==> src/rtl/dma_trig_pkg.sv <==
package dma_trig_pkg;

  typedef enum logic [1:0] {
    SRC_EVT = 2'd0,
    SRC_CHN = 2'd1,
    SRC_MAN = 2'd2
  } srcTag_e;

  // strobes from control to datapath
  typedef struct packed {
    logic       enqValid;
    logic       enqSel;
    logic [1:0] deqFire;
  } ctrlStrobe_t;

endpackage

==> src/rtl/evt_fifo.sv <==
module evt_fifo #(
  parameter int WIDTH = 5,
  parameter int DEPTH = 8
) (
  input  logic             clk,
  input  logic             rstN,
  input  logic             wrEn,
  input  logic [WIDTH-1:0] wrData,
  input  logic             rdEn,
  output logic [WIDTH-1:0] rdData,
  output logic             full,
  output logic             empty
);
  // DEPTH is expected to be a power of two
  localparam int AW = $clog2(DEPTH);

  logic [WIDTH-1:0] store [DEPTH];
  logic [AW:0]      wrPtr;
  logic [AW:0]      rdPtr;

  assign empty  = (wrPtr == rdPtr);
  assign full   = (wrPtr[AW] != rdPtr[AW]) && (wrPtr[AW-1:0] == rdPtr[AW-1:0]);
  assign rdData = store[rdPtr[AW-1:0]];

  always_ff @(posedge clk or negedge rstN) begin
    if (!rstN) begin
      wrPtr <= '0;
      rdPtr <= '0;
    end else begin
      if (wrEn && !full) wrPtr <= wrPtr + 1'b1;
      if (rdEn && !empty) rdPtr <= rdPtr + 1'b1;
    end
  end

  always_ff @(posedge clk) begin
    if (wrEn && !full) store[wrPtr[AW-1:0]] <= wrData;
  end

endmodule

==> src/rtl/trig_datapath.sv <==
module trig_datapath
  import dma_trig_pkg::*;
#(
  parameter int NUM_CH = 8,
  parameter int QDEPTH = 8,
  parameter int CH_W   = 3
) (
  input  logic                   clk,
  input  logic                   rstN,
  input  logic                   qSelWe,
  input  logic [NUM_CH-1:0]      qSelData,
  input  ctrlStrobe_t            strobe,
  input  logic [CH_W-1:0]        enqChan,
  input  srcTag_e                enqSrc,
  output logic [NUM_CH-1:0]      qSel,
  output logic [1:0]             qFull,
  output logic [1:0]             qEmpty,
  output logic [1:0][CH_W-1:0]   headChan,
  output logic [1:0][1:0]        headSrc
);
  localparam int EW = CH_W + 2;

  logic [EW-1:0] enqWord;
  assign enqWord = {enqChan, enqSrc};

  always_ff @(posedge clk or negedge rstN) begin
    if (!rstN)       qSel <= '0;
    else if (qSelWe) qSel <= qSelData;
  end

  for (genvar g = 0; g < 2; g++) begin : gQueue
    logic [EW-1:0] headWord;
    logic          wrHere;

    assign wrHere = strobe.enqValid && (strobe.enqSel == 1'(g));

    evt_fifo #(.WIDTH(EW), .DEPTH(QDEPTH)) fifoI (
      .clk    (clk),
      .rstN   (rstN),
      .wrEn   (wrHere),
      .wrData (enqWord),
      .rdEn   (strobe.deqFire[g]),
      .rdData (headWord),
      .full   (qFull[g]),
      .empty  (qEmpty[g])
    );

    assign headChan[g] = headWord[EW-1:2];
    assign headSrc[g]  = headWord[1:0];
  end

endmodule

==> src/rtl/trig_ctrl.sv <==
module trig_ctrl
  import dma_trig_pkg::*;
#(
  parameter int NUM_CH = 8,
  parameter int CH_W   = 3
) (
  input  logic              clk,
  input  logic              rstN,
  input  logic [NUM_CH-1:0] evtIn,
  input  logic [NUM_CH-1:0] chainIn,
  input  logic [NUM_CH-1:0] manIn,
  input  logic [NUM_CH-1:0] qSel,
  input  logic [1:0]        qFull,
  input  logic [1:0]        qEmpty,
  input  logic [1:0]        tcReady,
  output ctrlStrobe_t       strobe,
  output logic [CH_W-1:0]   enqChan,
  output srcTag_e           enqSrc,
  output logic [1:0]        tcValid,
  output logic [NUM_CH-1:0] missOut
);
  logic [NUM_CH-1:0] evtFlag, chnFlag, manFlag;
  logic [NUM_CH-1:0] anyFlag, eligible, pickHot;
  logic [NUM_CH-1:0] clrEvt, clrChn, clrMan, missHit;
  logic              found;
  logic [CH_W-1:0]   pick;

  assign anyFlag = evtFlag | chnFlag | manFlag;

  // a channel may enqueue only if its target queue has room
  always_comb begin
    for (int i = 0; i < NUM_CH; i++) begin
      eligible[i] = anyFlag[i] && !qFull[qSel[i]];
    end
  end

  // lowest-numbered eligible channel wins
  always_comb begin
    found = 1'b0;
    pick  = '0;
    for (int i = NUM_CH - 1; i >= 0; i--) begin
      if (eligible[i]) begin
        found = 1'b1;
        pick  = CH_W'(i);
      end
    end
  end

  // fixed source order within the winning channel
  always_comb begin
    if (evtFlag[pick])      enqSrc = SRC_EVT;
    else if (chnFlag[pick]) enqSrc = SRC_CHN;
    else                    enqSrc = SRC_MAN;
  end

  assign pickHot = found ? (NUM_CH'(1) << pick) : '0;
  assign clrEvt  = (enqSrc == SRC_EVT) ? pickHot : '0;
  assign clrChn  = (enqSrc == SRC_CHN) ? pickHot : '0;
  assign clrMan  = (enqSrc == SRC_MAN) ? pickHot : '0;
  assign enqChan = pick;

  assign missHit = (evtIn & evtFlag & ~clrEvt)
                 | (chainIn & chnFlag & ~clrChn)
                 | (manIn & manFlag & ~clrMan);

  always_ff @(posedge clk or negedge rstN) begin
    if (!rstN) begin
      evtFlag <= '0;
      chnFlag <= '0;
      manFlag <= '0;
      missOut <= '0;
    end else begin
      evtFlag <= (evtFlag & ~clrEvt) | evtIn;
      chnFlag <= (chnFlag & ~clrChn) | chainIn;
      manFlag <= (manFlag & ~clrMan) | manIn;
      missOut <= missOut | missHit;
    end
  end

  // queue 0 always drains before queue 1
  assign tcValid[0] = !qEmpty[0];
  assign tcValid[1] = !qEmpty[1] && qEmpty[0];

  assign strobe.enqValid = found;
  assign strobe.enqSel   = qSel[pick];
  assign strobe.deqFire  = tcValid & tcReady;

endmodule

==> src/rtl/dma_trig_dispatch.sv <==
module dma_trig_dispatch
  import dma_trig_pkg::*;
#(
  parameter int NUM_CH = 8,
  parameter int QDEPTH = 8,
  localparam int CH_W  = $clog2(NUM_CH)
) (
  input  logic              clk,
  input  logic              rstN,
  input  logic [NUM_CH-1:0] evtIn,
  input  logic [NUM_CH-1:0] chainIn,
  input  logic [NUM_CH-1:0] manIn,
  input  logic              qSelWe,
  input  logic [NUM_CH-1:0] qSelData,
  output logic              tc0Valid,
  input  logic              tc0Ready,
  output logic [CH_W-1:0]   tc0Chan,
  output logic [1:0]        tc0Src,
  output logic              tc1Valid,
  input  logic              tc1Ready,
  output logic [CH_W-1:0]   tc1Chan,
  output logic [1:0]        tc1Src,
  output logic [NUM_CH-1:0] missOut
);
  ctrlStrobe_t           strobe;
  logic [CH_W-1:0]       enqChan;
  srcTag_e               enqSrc;
  logic [NUM_CH-1:0]     qSel;
  logic [1:0]            qFull, qEmpty, tcValid;
  logic [1:0][CH_W-1:0]  headChan;
  logic [1:0][1:0]       headSrc;

  trig_ctrl #(.NUM_CH(NUM_CH), .CH_W(CH_W)) ctrlI (
    .clk     (clk),
    .rstN    (rstN),
    .evtIn   (evtIn),
    .chainIn (chainIn),
    .manIn   (manIn),
    .qSel    (qSel),
    .qFull   (qFull),
    .qEmpty  (qEmpty),
    .tcReady ({tc1Ready, tc0Ready}),
    .strobe  (strobe),
    .enqChan (enqChan),
    .enqSrc  (enqSrc),
    .tcValid (tcValid),
    .missOut (missOut)
  );

  trig_datapath #(.NUM_CH(NUM_CH), .QDEPTH(QDEPTH), .CH_W(CH_W)) dpI (
    .clk      (clk),
    .rstN     (rstN),
    .qSelWe   (qSelWe),
    .qSelData (qSelData),
    .strobe   (strobe),
    .enqChan  (enqChan),
    .enqSrc   (enqSrc),
    .qSel     (qSel),
    .qFull    (qFull),
    .qEmpty   (qEmpty),
    .headChan (headChan),
    .headSrc  (headSrc)
  );

  assign tc0Valid = tcValid[0];
  assign tc1Valid = tcValid[1];
  assign tc0Chan  = headChan[0];
  assign tc1Chan  = headChan[1];
  assign tc0Src   = headSrc[0];
  assign tc1Src   = headSrc[1];

endmodule

==> config.mk <==
export PLATFORM = sky130hd
export DESIGN_NAME = dma_trig_dispatch
export DESIGN_NICKNAME = d
export VERILOG_FILES = /design/src/rtl/dma_trig_pkg.sv /design/src/rtl/evt_fifo.sv /design/src/rtl/trig_datapath.sv /design/src/rtl/trig_ctrl.sv /design/src/rtl/dma_trig_dispatch.sv
export SDC_FILE = /design/constraint.sdc
export NUM_CORES = 1
export LEC_CHECK = 0
export BUFFER_PORTS_ARGS = -buffer_cell sky130_fd_sc_hd__buf_2
export CORE_UTILIZATION = 35
export CTS_BUF_LIST = sky130_fd_sc_hd__clkbuf_8
export DETAILED_ROUTE_END_ITERATION = 16
export SKIP_LAST_GASP = 1
export SLEW_MARGIN = 20
export SYNTH_ARGS = -nofsm -noshare
export SYNTH_HDL_FRONTEND = slang
export SYNTH_SLANG_ARGS = --single-unit
==> constraint.sdc <==
create_clock -name clk -period 3.99 [get_ports clk]
set_clock_uncertainty 0.1 [all_clocks]
set_input_delay 0.798 -clock clk [delete_from_list [all_inputs] [get_ports clk]]
set_output_delay 0.798 -clock clk [all_outputs]
set_load 0.01 [all_outputs]
==> out/metrics.yaml, run 1 <==
status: "finished, final reports clean"
power_density_mw_per_mm2: 690.4
htreeDepth: 4
final.setup.tns_ns: 0
synth-seq-cells: 136
worstSetupPathType: "flop to flop"
r2r-start: "dpI.gQueue[1].fifoI.wrPtr[1]"
grt_pass1_wl_mm: 25.68
grt_overflow: 0
cts_buffers: 17
synth_cells: 474
vdd_drop_max_mv: 0.2899
area_delta_synth_final_pct: 18.12
syn_area_per_cell_um2: 13.85
clock_latency_ns: 0.45
die_h_um: 139.0
ys_seq_area_frac: 0.5793
drv_cap: 0
layout_min_cycle_time_ns: 3.790
synth_fp_nets: 515
r2r_end: "dpI.gQueue[1].fifoI.store[1][3]"
synth_flop_cell: "edfxtp_1"
via_per_inst: 5.415
drt-pass1-iter-count: 12
gr-usage-all-layers: 0.1767
antenna_cells: 0
core_area_mm2: 0.01815
clockRootBuffer: "clkbuf_8"
start_kind: "flop"
ys_warn_count: 0
layout-drive-gt1-share: 0.3362
grt_pass1_vias: 4707
cp-end-kind: "flop"
maxSlewViolCount: 0
num-nets-final: 611
p_leak_uw: 0.002875
max_freq_ghz: 0.2638
hold_violations: 0
place_ws_ns: 0.1871
cts_tree: "built"
post-dp-hpwl_mm: 11.87
cts_sinks: 136
synth_top_area_share: 0.3659
setup_violations: 0
final_common_cell: "edfxtp_1"
wl_per_cell_um: 19.42
fin_util: 0.4274
worstHoldPathType: "input port to asynchronous set/reset pin"
port_buffers: 56
synth_edf_count: 80
die_width_um: 139.0
ioPinCount: 57
place_congestion: 0.9167
critPathArrivalTime_ns: 3.85
slew_headroom: 0.5525
final_cell_mix: "80 x edfxtp_1, 56 x dfrtp_1, 56 x buf_2"
drt.antenna.violating_nets: 0
clk_path_buf_depth: 2
die_area_mm2: 0.01931
reg2reg_depth: 12
yosysUniqueCellTypes: 77
rsz0062_at_grt: "no"
worstMarginPinSlew_ns: 0.6713
yosys-top-cells-area: "edfxtp_1 37%, dfrtp_1 21%, mux4_2 6.9%"
rows: 49
worst_ep_required_time_ns: 4.05
drt-initial-drc-count: 339
drc: 0
fin_crit_sh: 0.9500
synth-async-reset-ratio: 0.4118
syn_area_mm2: 0.006566
clkTransAtPathRegs_ns: 0.08
cts_hold_buf: 0
initial_core_util: 0.3618
setup_ws_ns: 0.1995
crit_fanout: 20
grt_max_degree: 30
reg2reg_slack_ns: 0.20
route.vias.total: 4397
wirelength_mm: 15.77
yosysTopAreaCell: "edfxtp_1"
antenna_found_initial: 0
critical path, stage by stage (launching register included):
cell and delay, ns:
dfrtp_1 0.47, xor2_1 0.21, nor4_4 0.31, buf_4 0.24
a2bb2oi_2 0.30, o21ai_2 0.18, a22o_4 0.33, buf_4 0.23
o31ai_1 0.23, a21oi_1 0.11, o22a_2 0.32, nor4b_1 0.28
buf_4 0.20
stage by stage:
stage / instance area (um^2) / power, uW / cells / hold slack [ns]
floorplan: 6566 / 3519 / 474 / 0.3641
global placement: 7312 / 4167 / 780 / 0.3619
detailed placement: 7312 / 4207 / 780 / 0.3677
CTS: 7722 / 5382 / 812 / 0.2780
global route: 7756 / 5669 / 812 / 0.3068
finish: 7756 / 5355 / 812 / 0.2857
layout make-up:
type	instances	area [um^2]
timing repair buffer	99	603.1
clock inverter	15	176.4
inverter	19	71.32
tap	229	286.5
sequential	136	3804
multi-input combinational	297	2581
fill	1675	10390
clock buffer	17	234.0
worst max-delay path by stage:
stage                     slack [ns]                               to                         start
final                           0.20  dpI.gQueue[1].fifoI.store[1][3]  dpI.gQueue[1].fifoI.wrPtr[1]
after floorplan                 0.04  dpI.gQueue[0].fifoI.store[4][0]  dpI.gQueue[1].fifoI.rdPtr[1]
after detailed placement        0.19  dpI.gQueue[1].fifoI.store[5][1]  dpI.gQueue[0].fifoI.wrPtr[1]
after global routing            0.01  dpI.gQueue[1].fifoI.store[1][1]  dpI.gQueue[1].fifoI.wrPtr[1]
after global placement          0.18  dpI.gQueue[1].fifoI.store[4][4]  dpI.gQueue[0].fifoI.wrPtr[1]
after CTS                       0.15  dpI.gQueue[1].fifoI.store[5][0]  dpI.gQueue[0].fifoI.wrPtr[1]
Yosys cell counts, types with 5 or more instances:
| cell | n |
|---|---|
| edfxtp_1 | 80 |
| dfrtp_1 | 56 |
| nand2_1 | 34 |
| mux2_2 | 20 |
| mux4_2 | 20 |
| inv_1 | 17 |
| o31ai_1 | 16 |
| nor3_1 | 15 |
| xnor2_1 | 15 |
| nor2_1 | 12 |
| a21o_1 | 9 |
| a21oi_1 | 9 |
| nand2b_1 | 9 |
| xor2_1 | 9 |
| o21ai_0 | 8 |
| clkbuf_1 | 7 |
| nand3_1 | 7 |
| a2bb2oi_2 | 6 |
| buf_6 | 6 |
| nor4b_1 | 6 |
| o22ai_1 | 6 |
| nand4_1 | 5 |
| o21bai_1 | 5 |
| o221ai_1 | 5 |
power by group:
group	internal (uW)	leakage, uW	switching [uW]
registers	1840	0.00132	172
clock network	618	0.000208	541
logic	978	0.00135	1200
total	3440	0.00288	1910
what timing repair did:
action	in CTS	in global routing
endpoints found under the setup margin	0	65
resized for setup	0	5
setup buffers	0	0
endpoints found under the hold margin	0	0
cell families after synthesis:
group           Yosys count  synth area share
flops                   136            0.5793
mux                      44            0.1094
buf+inv                  41           0.03277
fa+ha+maj                 4          0.007622
simple gates            113           0.09794
compound gates          112            0.1410
xor+xnor                 24           0.03201
per-layer routing:
layer  GRT usage  part of all wire
met3     0.04282             0.037
met1      0.2170              0.44
met5           0                 0
met2      0.3057              0.51
met4     0.05614             0.015
sequential cells by signal, summed over array words and instances, names as in the netlist:
name and flops:
ctrlI.chnFlag 8, ctrlI.evtFlag 8, ctrlI.manFlag 8, ctrlI.missOut 8, dpI.gQueue.fifoI.rdPtr 8, dpI.gQueue.fifoI.store 80, dpI.gQueue.fifoI.wrPtr 8, dpI.qSel 8
(Power assumes the default switching activity.)
==> run 2, diff against run 1 <==
Settings changed: ABC_AREA set to 1, BUFFER_PORTS_ARGS -buffer_cell sky130_fd_sc_hd__buf_2 to unset, DONT_BUFFER_PORTS set to 1.
==> run 2 against run 1 <==
Against the previous run:
- the run now ends with DRC left
- wire length fell by 2.0%
- sequential share of layout area up 3.0 points
- die area increased by 0.15%
- cell area is 5.8% lower
- highest routed layer unchanged
- critical path type unchanged
- worst setup slack improved by 0.11 ns
- global-route usage fell by 0.55 points
- final cell count is 17% higher
- first-iteration DRC count increased by 7.4%
- hold slack worse by 0.18 ns
==> out/metrics.yaml, run 2 <==
status: "complete, but fails checks"  # was finished, final reports clean
violations: "DRC"
synth_common_cells: "152 x nand2_1, 102 x nor2_1, 80 x edfxtp_1"  # was 80 x edfxtp_1, 56 x dfrtp_1, 34 x nand2_1
final_cell_mix: "152 x nand2_1, 99 x nor2_1, 80 x edfxtp_1"  # was 80 x edfxtp_1, 56 x dfrtp_1, 56 x buf_2
drc: 2  # was 0
port_buffers: 0  # was 56
combPwrFrac: 0.371  # was 0.407
drt-pass1-iter-count: 11  # was 12
ys_seq_area_frac: 0.5784  # was 0.5793
largest_reg_flops: 80  # unchanged
reg2reg_slack_ns: 0.31  # was 0.20 ns
yosys-top-cells-area: "edfxtp_1 37%, dfrtp_1 21%, nand2_1 8.7%"  # was edfxtp_1 37%, dfrtp_1 21%, mux4_2 6.9%
cts_tree: "built"  # unchanged
fin_hold_ws_ns: 0.1043  # was 0.2857 ns
die_area_mm2: 0.01934  # was 0.01931 mm^2
via_per_inst: 5.009  # was 5.415
cts_setup_buffers: 0  # unchanged
start_kind: "flop"  # unchanged
sequentialPowerShare: 0.409  # was 0.376
intPower_uw: 2892  # was 3440 uW
worst_ep_required_time_ns: 4.00  # was 4.05 ns
crit_fanout: 13  # was 20
p_leak_uw: 0.003028  # was 0.002875 uW
synth_flop_cell: "edfxtp_1"  # unchanged
grt_pass1_wl_mm: 24.98  # was 25.68 mm
critPathArrivalTime_ns: 3.69  # was 3.85 ns
startpoint: "dpI.gQueue[1].fifoI.rdPtr[1]"  # was dpI.gQueue[1].fifoI.wrPtr[1]
rsz0062_at_grt: "yes"  # was no
die_width_um: 139.1  # was 139.0 um
synth_cells: 695  # was 474
clock_latency_ns: 0.46  # was 0.45 ns
p_switching_uw: 2022  # was 1914 uW
drt.antenna.violating_nets: 0  # unchanged
grt_pass1_vias: 4776  # was 4707
syn_area_mm2: 0.006576  # was 0.006566 mm^2
antenna_found_initial: 0  # unchanged
grt_max_degree: 57  # was 30
antenna_cells: 0  # unchanged
synth-seq-cells: 136  # unchanged
swShare: 0.4115  # was 0.3575
area_delta_synth_final_pct: 11.13  # was 18.12%
ioPinCount: 57  # unchanged
core_area_mm2: 0.01821  # was 0.01815 mm^2
hold_violations: 0  # unchanged
layout-drive-gt1-share: 0.1326  # was 0.3362
clockRootBuffer: "clkbuf_8"  # unchanged
fin_crit_sh: 0.9228  # was 0.9500
gr-usage-all-layers: 0.1712  # was 0.1767
worstHoldPathType: "input port to asynchronous set/reset pin"  # unchanged
cts_sinks: 136  # unchanged
max_freq_ghz: 0.2716  # was 0.2638 GHz
num-nets-final: 752  # was 611
clkTransAtPathRegs_ns: 0.08  # about the same
yosysTopAreaCell: "edfxtp_1"  # unchanged
cp_slowest_cell: "dfrtp_1"  # unchanged
wirelength_mm: 15.45  # was 15.77 mm
clk_path_buf_depth: 2  # unchanged
slew_headroom: 0.5347  # was 0.5525
worstSetupPathType: "flop to flop"  # unchanged
syn_area_per_cell_um2: 9.462  # was 13.85 um^2
worstMarginPinSlew_ns: 0.6947  # was 0.6713 ns
htreeDepth: 4  # unchanged
die_h_um: 139.1  # was 139.0 um
post-dp-hpwl_mm: 11.14  # was 11.87 mm
layout_min_cycle_time_ns: 3.682  # was 3.790 ns
grt_overflow: 0  # unchanged
setup_violations: 0  # unchanged
synth_top_area_share: 0.3653  # was 0.3659
clkPwrFrac: 0.220  # was 0.216
synth_fp_nets: 736  # was 515
route.vias.total: 4774  # was 4397
drv_cap: 0  # unchanged
final.setup.tns_ns: 0  # unchanged
initial_core_util: 0.3612  # was 0.3618
yosysUniqueCellTypes: 41  # was 77
ys_warn_count: 0  # unchanged
vdd_drop_max_mv: 0.3141  # was 0.2899 mV
synth_edf_count: 80  # unchanged
r2r-start: "dpI.gQueue[1].fifoI.rdPtr[1]"  # was dpI.gQueue[1].fifoI.wrPtr[1]
place_congestion: 0.8911  # was 0.9167
power_density_mw_per_mm2: 672.4  # was 690.4 mW/mm^2
maxSlewViolCount: 0  # unchanged
reg2reg_depth: 18  # was 12
rows: 49  # unchanged
cp-end-kind: "flop"  # unchanged
synth-async-reset-ratio: 0.4118  # unchanged
wl_per_cell_um: 16.22  # was 19.42 um
r2r_end: "dpI.gQueue[1].fifoI.store[0][1]"  # was dpI.gQueue[1].fifoI.store[1][3]
yosysMostFrequentCell: "nand2_1"  # was edfxtp_1
cts_buffers: 17  # unchanged
drt-initial-drc-count: 364  # was 339
cp_cell_sequence: "inv_1 -> nand2_1 -> nand2_2 -> nor2_4 -> nand2_2 -> nor2_4 -> nand2_2 -> o221ai_2 -> nand2_1 -> nand2_1 -> nand2_2 -> nand2_4 -> nand2_4 -> nor2_2 -> nand2_1 -> nand4_4 -> nand4_2 -> nor2_1"  # was xor2_1 -> nor4_4 -> buf_4 -> a2bb2oi_2 -> o21ai_2 -> a22o_4 -> buf_4 -> o31ai_1 -> a21oi_1 -> o22a_2 -> nor4b_1 -> buf_4
slowest_delay_ns: 0.54  # was 0.47 ns
final_common_cell: "nand2_1"  # was edfxtp_1
run 2: cell count changes in the layout (fill, tap and decap cells not counted), sizes merged, moves of 11 or more:
cell,before,now
xnor2,15,3
nor2,13,108
mux4,20,0
o21ai,12,49
buf,99,19
nand2,35,165
nor3,15,4
inv,21,70
mux2,22,1
a21o,9,21
o31ai,16,0
nand3,7,55
a31oi,4,15
run 2: metrics by stage:
step	utilization	instance area (um^2)	power, uW	setup slack [ns]	cells
after floorplan	-	6576	3367	0.9355	695
after global placement	0.3786	6894	3838	0.4827	920
after detailed placement	0.3786	6894	3849	0.3596	920
after CTS	0.4009	7301	4957	0.3488	953
after global routing	0.4014	7308	5261	-0.04878	953
final	0.4014	7308	4914	0.3082	953
run 2: cell families after synthesis:
kind of cell               Yosys count  share of synthesized area
adders and majority gates            4                   0.007611
muxes                                1                   0.001712
buffers and inverters               87                    0.05289
AOI/OAI and AO/OA                  108                     0.1024
DFF                                136                     0.5784
and+or+nand+nor                    346                     0.2386
xor gates and xnor gates            13                    0.01846
run 2: worst max path at each step:
stage                                 endpoint  slack (ns)  cells past startpoint
4_1_cts        dpI.gQueue[1].fifoI.store[0][1]        0.35                     18
6_report       dpI.gQueue[1].fifoI.store[0][1]        0.31                     18
5_1_grt        dpI.gQueue[1].fifoI.store[2][4]       -0.05                     18
2_1_floorplan  dpI.gQueue[1].fifoI.store[1][0]        0.94                     17
3_5_place_dp   dpI.gQueue[1].fifoI.store[0][1]        0.36                     18
3_3_place_gp   dpI.gQueue[1].fifoI.store[2][0]        0.48                     18
run 2: final cells by class:
cell class / count / area [um^2]
Inverter: 65 / 244.0
Tap cell: 229 / 286.5
Clock buffer: 17 / 234.0
Clock inverter: 15 / 145.1
Timing Repair Buffer: 19 / 162.7
Fill cell: 1800 / 10900
Sequential cell: 136 / 3804
Multi-Input combinational cell: 472 / 2432
run 2: per-layer routing:
metal | routed length, um | track usage | share of wire | up-vias
met5 | 0 | 0 | 0 | -
met4 | 321 | 0.07836 | 0.021 | 0
met3 | 1031 | 0.05559 | 0.067 | 25
met2 | 7318 | 0.2834 | 0.47 | 129
met1 | 6782 | 0.2024 | 0.44 | 2245
li1 | - | - | - | 2375
run 2: power by group through the flow:
stage               Combinational (uW)  Sequential, uW  Clock, uW
floorplan                         1410            1950          0
global placement                  1800            2040          0
detailed placement                1810            2040          0
CTS                               1840            2010       1110
global route                      2050            2040       1170
finish                            1820            2010       1080
run 2: critical path, delay by kind of cell, from the launching register on:
| kind | cells | cell delay (ns) |
|---|---|---|
| buffers and inverters | 1 | 0.27 |
| and+or+nand+nor | 16 | 2.32 |
| AOI/OAI and AO/OA | 1 | 0.08 |
| DFF | 1 | 0.54 |
run 2: repair_timing:
item	4_1_cts	5_1_grt
gates resized for setup	0	3
endpoints found under the hold margin	56	0
hold buffers	1	0
setup endpoints to repair	0	30
